--- config.mk ---
export PLATFORM = sky130hd
export DESIGN_NAME = sfp_slave_port
export DESIGN_NICKNAME = d
export VERILOG_FILES = /design/src/rtl/sfp_pkg.sv /design/src/rtl/sfp_strobe_decoder.sv /design/src/rtl/sfp_ep_fifo.sv /design/src/rtl/sfp_slave_port.sv
export SDC_FILE = /design/constraint.sdc
export NUM_CORES = 1
export LEC_CHECK = 0
export BUFFER_PORTS_ARGS = -buffer_cell sky130_fd_sc_hd__buf_2
export CAP_MARGIN = 20
export CORE_MARGIN = 10
export CORE_UTILIZATION = 70
export CTS_BUF_LIST = sky130_fd_sc_hd__clkbuf_2 sky130_fd_sc_hd__clkbuf_4 sky130_fd_sc_hd__clkbuf_8
export CTS_CLUSTER_SIZE = 25
export DETAILED_ROUTE_END_ITERATION = 7
export GPL_TIMING_DRIVEN = 0
export PLACE_DENSITY = 0.87
export RECOVER_POWER = 25
export REMOVE_ABC_BUFFERS = 1
export SYNTH_ARGS = -nofsm -noshare
export SYNTH_HDL_FRONTEND = slang
export SYNTH_HIERARCHICAL = 1
export SYNTH_SLANG_ARGS = --single-unit
--- constraint.sdc ---
create_clock -name clk -period 8.3 [get_ports clk]
set_input_delay 0.83 -clock clk [delete_from_list [all_inputs] [get_ports clk]]
set_output_delay 0.83 -clock clk [all_outputs]
set_load 0.01 [all_outputs]
--- src/rtl/sfp_pkg.sv ---
package sfp_pkg;

    typedef enum logic [1:0] {
        ST_IDLE    = 2'd0,
        ST_WR_HOLD = 2'd1,
        ST_RD_HOLD = 2'd2,
        ST_PE_HOLD = 2'd3
    } strobe_state_e;

    typedef struct packed {
        logic wr;
        logic rd;
        logic pe;
        logic err;
    } access_s;

endpackage

--- src/rtl/sfp_strobe_decoder.sv ---
module sfp_strobe_decoder
    import sfp_pkg::*;
#(
    parameter int SYNC_STAGES = 2
) (
    input  logic    clk,
    input  logic    rst_n,
    input  logic    async_mode,
    input  logic    cs_n,
    input  logic    rd,
    input  logic    wr,
    input  logic    oe,
    input  logic    pktend,
    output access_s acc
);

    localparam int SLAST = SYNC_STAGES - 1;

    // Strobes qualified by chip select
    logic wr_g, rd_g, pe_g, oe_g;
    assign wr_g = wr     & ~cs_n;
    assign rd_g = rd     & ~cs_n;
    assign pe_g = pktend & ~cs_n;
    assign oe_g = oe     & ~cs_n;

    // Synchronisers, only used by the asynchronous path
    logic [SYNC_STAGES-1:0] wr_sy, rd_sy, pe_sy, oe_sy;
    always_ff @(posedge clk or negedge rst_n) begin
        if (!rst_n) begin
            wr_sy <= '0;
            rd_sy <= '0;
            pe_sy <= '0;
            oe_sy <= '0;
        end else begin
            wr_sy <= {wr_sy[SYNC_STAGES-2:0], wr_g};
            rd_sy <= {rd_sy[SYNC_STAGES-2:0], rd_g};
            pe_sy <= {pe_sy[SYNC_STAGES-2:0], pe_g};
            oe_sy <= {oe_sy[SYNC_STAGES-2:0], oe_g};
        end
    end

    logic wr_s, rd_s, pe_s, oe_s;
    assign wr_s = wr_sy[SLAST];
    assign rd_s = rd_sy[SLAST];
    assign pe_s = pe_sy[SLAST];
    assign oe_s = oe_sy[SLAST];

    strobe_state_e state_q, state_d;

    // State register
    always_ff @(posedge clk or negedge rst_n) begin
        if (!rst_n) state_q <= ST_IDLE;
        else        state_q <= state_d;
    end

    // Next-state logic
    always_comb begin
        state_d = state_q;
        unique case (state_q)
            ST_IDLE: begin
                if (async_mode) begin
                    if (wr_s)      state_d = ST_WR_HOLD;
                    else if (rd_s) state_d = ST_RD_HOLD;
                    else if (pe_s) state_d = ST_PE_HOLD;
                end
            end
            ST_WR_HOLD: if (!wr_s || !async_mode) state_d = ST_IDLE;
            ST_RD_HOLD: if (!rd_s || !async_mode) state_d = ST_IDLE;
            ST_PE_HOLD: if (!pe_s || !async_mode) state_d = ST_IDLE;
            default:    state_d = ST_IDLE;
        endcase
    end

    // Output decode: one access per cycle, write > read > packet-end
    always_comb begin
        acc = '0;
        if (!async_mode) begin
            if (wr_g) begin
                acc.err = oe_g;
                acc.wr  = ~oe_g;
            end else if (rd_g) begin
                acc.rd = 1'b1;
            end else if (pe_g) begin
                acc.pe = 1'b1;
            end
        end else if (state_q == ST_IDLE) begin
            if (wr_s) begin
                acc.err = oe_s;
                acc.wr  = ~oe_s;
            end else if (rd_s) begin
                acc.rd = 1'b1;
            end else if (pe_s) begin
                acc.pe = 1'b1;
            end
        end
    end

endmodule

--- src/rtl/sfp_ep_fifo.sv ---
module sfp_ep_fifo #(
    parameter int DW      = 16,
    parameter int DEPTH   = 16,
    parameter int PKT_LEN = 8
) (
    input  logic          clk,
    input  logic          rst_n,
    input  logic          push,
    input  logic          pop,
    input  logic          commit,
    input  logic [DW-1:0] din,
    output logic [DW-1:0] dout,
    output logic          empty,
    output logic          full
);

    localparam int          AW      = $clog2(DEPTH);
    localparam logic [AW:0] DEPTH_W = (AW+1)'(DEPTH);
    localparam logic [AW:0] PKT_W   = (AW+1)'(PKT_LEN);

    logic [DW-1:0] mem [DEPTH];
    logic [AW:0]   wr_ptr, rd_ptr, cm_ptr;
    logic [AW:0]   total, ready, wr_nxt, pend_nxt;
    logic          push_ok, pop_ok;

    assign total    = wr_ptr - rd_ptr;
    assign ready    = cm_ptr - rd_ptr;
    assign full     = (total == DEPTH_W);
    assign empty    = (ready == '0);
    assign push_ok  = push & ~full;
    assign pop_ok   = pop & ~empty;
    assign wr_nxt   = wr_ptr + (AW+1)'(push_ok);
    assign pend_nxt = wr_nxt - cm_ptr;
    assign dout     = mem[rd_ptr[AW-1:0]];

    always_ff @(posedge clk) begin
        if (push_ok) mem[wr_ptr[AW-1:0]] <= din;
    end

    always_ff @(posedge clk or negedge rst_n) begin
        if (!rst_n) begin
            wr_ptr <= '0;
            rd_ptr <= '0;
            cm_ptr <= '0;
        end else begin
            wr_ptr <= wr_nxt;
            if (pop_ok) rd_ptr <= rd_ptr + 1'b1;
            if (commit || pend_nxt == PKT_W) cm_ptr <= wr_nxt;
        end
    end

endmodule

--- src/rtl/sfp_slave_port.sv ---
module sfp_slave_port
    import sfp_pkg::*;
#(
    parameter int NUM_EP  = 4,
    parameter int DW      = 16,
    parameter int DEPTH   = 16,
    parameter int PKT_LEN = 8
) (
    input  logic                      clk,
    input  logic                      rst_n,
    input  logic                      async_mode,
    input  logic [NUM_EP-1:0]         cfg_word,
    input  logic                      cs_n,
    input  logic                      rd,
    input  logic                      wr,
    input  logic                      oe,
    input  logic                      pktend,
    input  logic [$clog2(NUM_EP)-1:0] fifo_addr,
    input  logic [DW-1:0]             data_in,
    output logic [DW-1:0]             data_out,
    output logic [DW-1:0]             data_oe,
    output logic [NUM_EP-1:0]         empty,
    output logic [NUM_EP-1:0]         full,
    output logic                      proto_err
);

    localparam int HW = DW / 2;

    access_s       acc;
    logic [DW-1:0] head [NUM_EP];
    logic [DW-1:0] sel_head;

    sfp_strobe_decoder #(.SYNC_STAGES(2)) u_dec (
        .clk        (clk),
        .rst_n      (rst_n),
        .async_mode (async_mode),
        .cs_n       (cs_n),
        .rd         (rd),
        .wr         (wr),
        .oe         (oe),
        .pktend     (pktend),
        .acc        (acc)
    );

    for (genvar i = 0; i < NUM_EP; i++) begin : g_ep
        logic          hit;
        logic [DW-1:0] wdata;
        assign hit   = (fifo_addr == i);
        assign wdata = cfg_word[i] ? data_in : {{HW{1'b0}}, data_in[HW-1:0]};

        sfp_ep_fifo #(.DW(DW), .DEPTH(DEPTH), .PKT_LEN(PKT_LEN)) u_fifo (
            .clk    (clk),
            .rst_n  (rst_n),
            .push   (acc.wr & hit),
            .pop    (acc.rd & hit),
            .commit (acc.pe & hit),
            .din    (wdata),
            .dout   (head[i]),
            .empty  (empty[i]),
            .full   (full[i])
        );
    end

    always_comb begin
        sel_head = head[fifo_addr];
        data_out = cfg_word[fifo_addr] ? sel_head : {{HW{1'b0}}, sel_head[HW-1:0]};
        if (!cs_n && oe) data_oe = cfg_word[fifo_addr] ? '1 : {{HW{1'b0}}, {HW{1'b1}}};
        else             data_oe = '0;
    end

    always_ff @(posedge clk or negedge rst_n) begin
        if (!rst_n) proto_err <= 1'b0;
        else        proto_err <= acc.err;
    end

endmodule

==> flow_metrics.py <==
metrics = {
    "power_and_ir_drop": {
        "p_leak_nw": 17.0,
        "p_total_mw": 15.0,
        "powerDensity_mw_per_mm2": 296,
        "ir_worst_vdd_mv": 0.241,
    },
    "global_route": {
        "grt.total_usage_pct": 33.4,
        "gr-total-overflow": 0,
        "grt_pass1_wl_um": 177000,
        "first_global_vias": 25450,
        "grt_max_degree": 69,
        "antenna_found_initial": 17,
    },
    "worst_setup_path": {
        "setup.worst_path.start": "g_ep[3].u_fifo/rd_ptr[2]",
        "cp_max_fo": 28,
        "r2r_slack_ns": 1.81,
        "path_class": "reg -> reg",
        "cp-endpoint": "g_ep[3].u_fifo/cm_ptr[3]",
        "r2r_cells": 15,
        "start_kind": "flip-flop",
        "end_kind": "flip-flop",
        "crit_arrival_ns": 7.20,
        "reg2reg_to": "g_ep[3].u_fifo/cm_ptr[3]",
        "crit_required_ns": 9.00,
        "timing.rr.start": "g_ep[3].u_fifo/rd_ptr[2]",
    },
    "route": {
        "ant_nets": 0,
        "drcViolationCount": 0,
        "drt_iter0_markers": 3696,
        "wl_per_cell_um": 36.1,
        "dr.pass1.iters": 8,
        "wl_um": 122000,
        "route.vias.total": 24699,
        "avgViaCountPerCell": 7.30,
    },
    "logic_synthesis": {
        "async_flop_share_pct": 6.48,
        "synth-xor-area-share_pct": 1.29,
        "ys_types": 61,
        "netlist_top_cells_count": "edfxtp_1, mux4_2, nand2_1",
        "synthAdderAreaFrac_pct": 1.67,
        "yosys.area_share.simple_pct": 4.33,
        "synth_most_common_cell": "edfxtp_1",
        "yosys_warnings": 6,
        "synthMuxAreaShare_pct": 16.9,
        "syn-mean-instance-area_sq_um": 20.9,
        "synth_edf_count": 1024,
        "synth_compound_area_share_pct": 1.49,
        "synth_top_area_cell": "edfxtp_1",
        "synth_top_area_share_pct": 68.3,
        "synth_area_sq_mm": 0.0450,
        "synth_top_family_by_area": "multiplexers",
        "ys_ff_latch": 1095,
        "synthFlopType": "edfxtp_1",
        "seq_area_frac_synth_pct": 72.3,
        "synth.area.top_cells": "edfxtp_1, mux4_2, dfrtp_1, mux4_1, ha_1",
        "postSynthCellCount": 2157,
    },
    "floorplanning": {
        "std_cell_rows": 92,
        "io_pins": 71,
        "die_w_um": 274,
        "die_h_um": 274,
        "core_area_sq_mm": 0.0634,
        "start_util_pct": 71.0,
        "dieArea_sq_mm": 0.0749,
    },
    "clock_network": {
        "cts.sinks": 1095,
        "clockBufferDepth": 3,
        "clkTransAtPathRegs_ns": 0.06,
        "root_buffer": "clkbuf_8",
        "cts_buffers": 162,
        "cts_tree": "yes",
        "worstSkewPairLatency_ns": 0.84,
        "htreeDepth": 4,
        "cts_setup_buffers": 0,
    },
    "timing": {
        "timing.setup.tns_ns": 0,
        "slew_viol_final": 392,
        "tightest_slew_ns": 2.69,
        "fin_worst_skew_ns": 0.0518,
        "fin_crit_ns": 6.49,
        "setup_viol": 0,
        "rsz0062_at_grt": "no",
        "hold_ws_ns": 0.314,
        "finalWorstSetupSlack_ns": 1.81,
        "post-route-period-util_pct": 78.2,
        "slew_headroom_pct": -79.1,
        "fmax_mhz": 154,
        "hold_viol": 0,
    },
    "final_layout": {
        "syn2layout_area_growth_pct": 12.3,
        "fin_util_pct": 79.7,
        "fin_nets": 2495,
        "drive_gt1_share_pct": 32.6,
        "fin_area_sq_mm": 0.0506,
        "layoutNonFillerInstCount": 3383,
    },
    "run_status": {
        "violations": "max-capacitance violations, max-slew violations",
        "status": "finished with violations",
    },
    "placed_design": {
        "place.gp.congestion": 0.814,
        "dp_slack_ns": 2.22,
        "place_area_sq_mm": 0.0473,
        "dp.cells": 3075,
        "dp_hpwl_um": 74900,
        "io_buffers": 70,
    },
    "worst_hold_path": {
        "hold_path.class": "in -> reg",
    },
    "job": {
        "maxCapViolations": 8,
    },
}
==> worst min path at each step <==
stage                   startpoint  cells past startpoint  slack [ns]             end
global route                pktend                      2        0.25  u_dec/pe_sy[0]
detailed placement  u_dec/oe_sy[0]                      0        0.34  u_dec/oe_sy[1]
CTS                           cs_n                      2        0.16  u_dec/oe_sy[0]
global placement    u_dec/rd_sy[0]                      0        0.33  u_dec/rd_sy[1]
finish                      pktend                      2        0.31  u_dec/pe_sy[0]
floorplan           u_dec/oe_sy[0]                      0        0.33  u_dec/oe_sy[1]
==> cells by family (layout without fill, tap and decap cells) <==
kind of cell             count (synthesis)  in the layout
flip-flops                            1095           1095
other                                    0             10
AND/OR/NAND/NOR                        361            361
buffers and inverters                  155            525
XOR/XNOR                                64             64
adder cells (fa/ha/maj)                 60             60
AO/OA/AOI/OAI                           78             78
multiplexers                           344            344
==> state kept, by name, summed over array words and instances, names as in the netlist <==
register            cells
g_ep.u_fifo/mem      1024
g_ep.u_fifo/cm_ptr     20
g_ep.u_fifo/rd_ptr     20
g_ep.u_fifo/wr_ptr     20
u_dec/oe_sy             2
u_dec/pe_sy             2
u_dec/rd_sy             2
u_dec/state_q           2
u_dec/wr_sy             2
proto_err               1
==> worst max-delay path, cell delays in order (launching register included) <==
cell      delay [ns]
dfrtp_2         0.87
clkinv_1        0.99
ha_1            0.67
o21a_1          0.15
or4_4           0.50
a21oi_4         0.63
nor2b_1         0.13
ha_1            0.25
ha_1            0.24
xor2_1          0.37
ha_1            0.37
a21oi_1         0.22
nand2_1         0.09
xor2_1          0.17
a31oi_4         0.30
mux2_1          0.37
==> placed cells by master, fill, tap and decap left out, types with 6 or more instances in the layout <==
master    Yosys  routed
clkinv_1      2      32
o211ai_1     15      15
mux4_1       30      30
buf_2        32      58
dfrtp_1      71      62
and2_1       53      51
clkbuf_4      0      59
ha_1         60      60
nor4_2        0      24
nor2_1       33      15
buf_16        0       8
mux2_1       15      15
nand2_1      90      90
o21ai_0       6       6
diode_2       0      10
a31oi_1      17      17
clkbuf_8      0     167
buf_6        14      32
nor2_2        0      18
inv_6         0       8
nor2b_1      22      22
edfxtp_1   1024    1024
nand2b_1     15      15
mux4_2      291     291
nor3_2        0      14
xnor2_1      44      44
buf_8         2      21
inv_1        38      38
a21oi_1       7       6
dfrtp_4       0       7
clkinv_2      0      11
nand3_1      36      36
clkbuf_1     32      20
xor2_1       18      18
buf_4        21      54
and3_1       28      28
==> area by class of cell <==
class                           instances  area (sq um)
Sequential cell                      1095         32600
Clock buffer                          226          2740
Multi-Input combinational cell        907         11900
Antenna cell                           10          25.0
Clock inverter                         60           430
Inverter                               43           161
Fill cell                            2728         12900
Timing Repair Buffer                  196          1720
Tap cell                              846          1060
==> metal layers <==
metal | GRT usage, % | part of all wire [%] | wire, um
met4 | 18.3 | 6.3 | 7740
met3 | 9.69 | 13 | 15400
met5 | 0 | 0.087 | 106
met2 | 54.7 | 50 | 61400
met1 | 39.7 | 31 | 37400
==> report_power, final <==
group / leakage, nW / switching [mW] / internal [mW] / total [mW]
clock: 1.68 / 2.09 / 2.27 / 4.36
sequential: 10.2 / 0.542 / 6.15 / 6.69
combinational: 5.15 / 2.03 / 1.90 / 3.93
==> repair_timing <==
item,in CTS,in global routing
resized for setup,0,0
hold buffers,1,0
hold endpoints to repair,20,0
(Power assumes the default switching activity.)
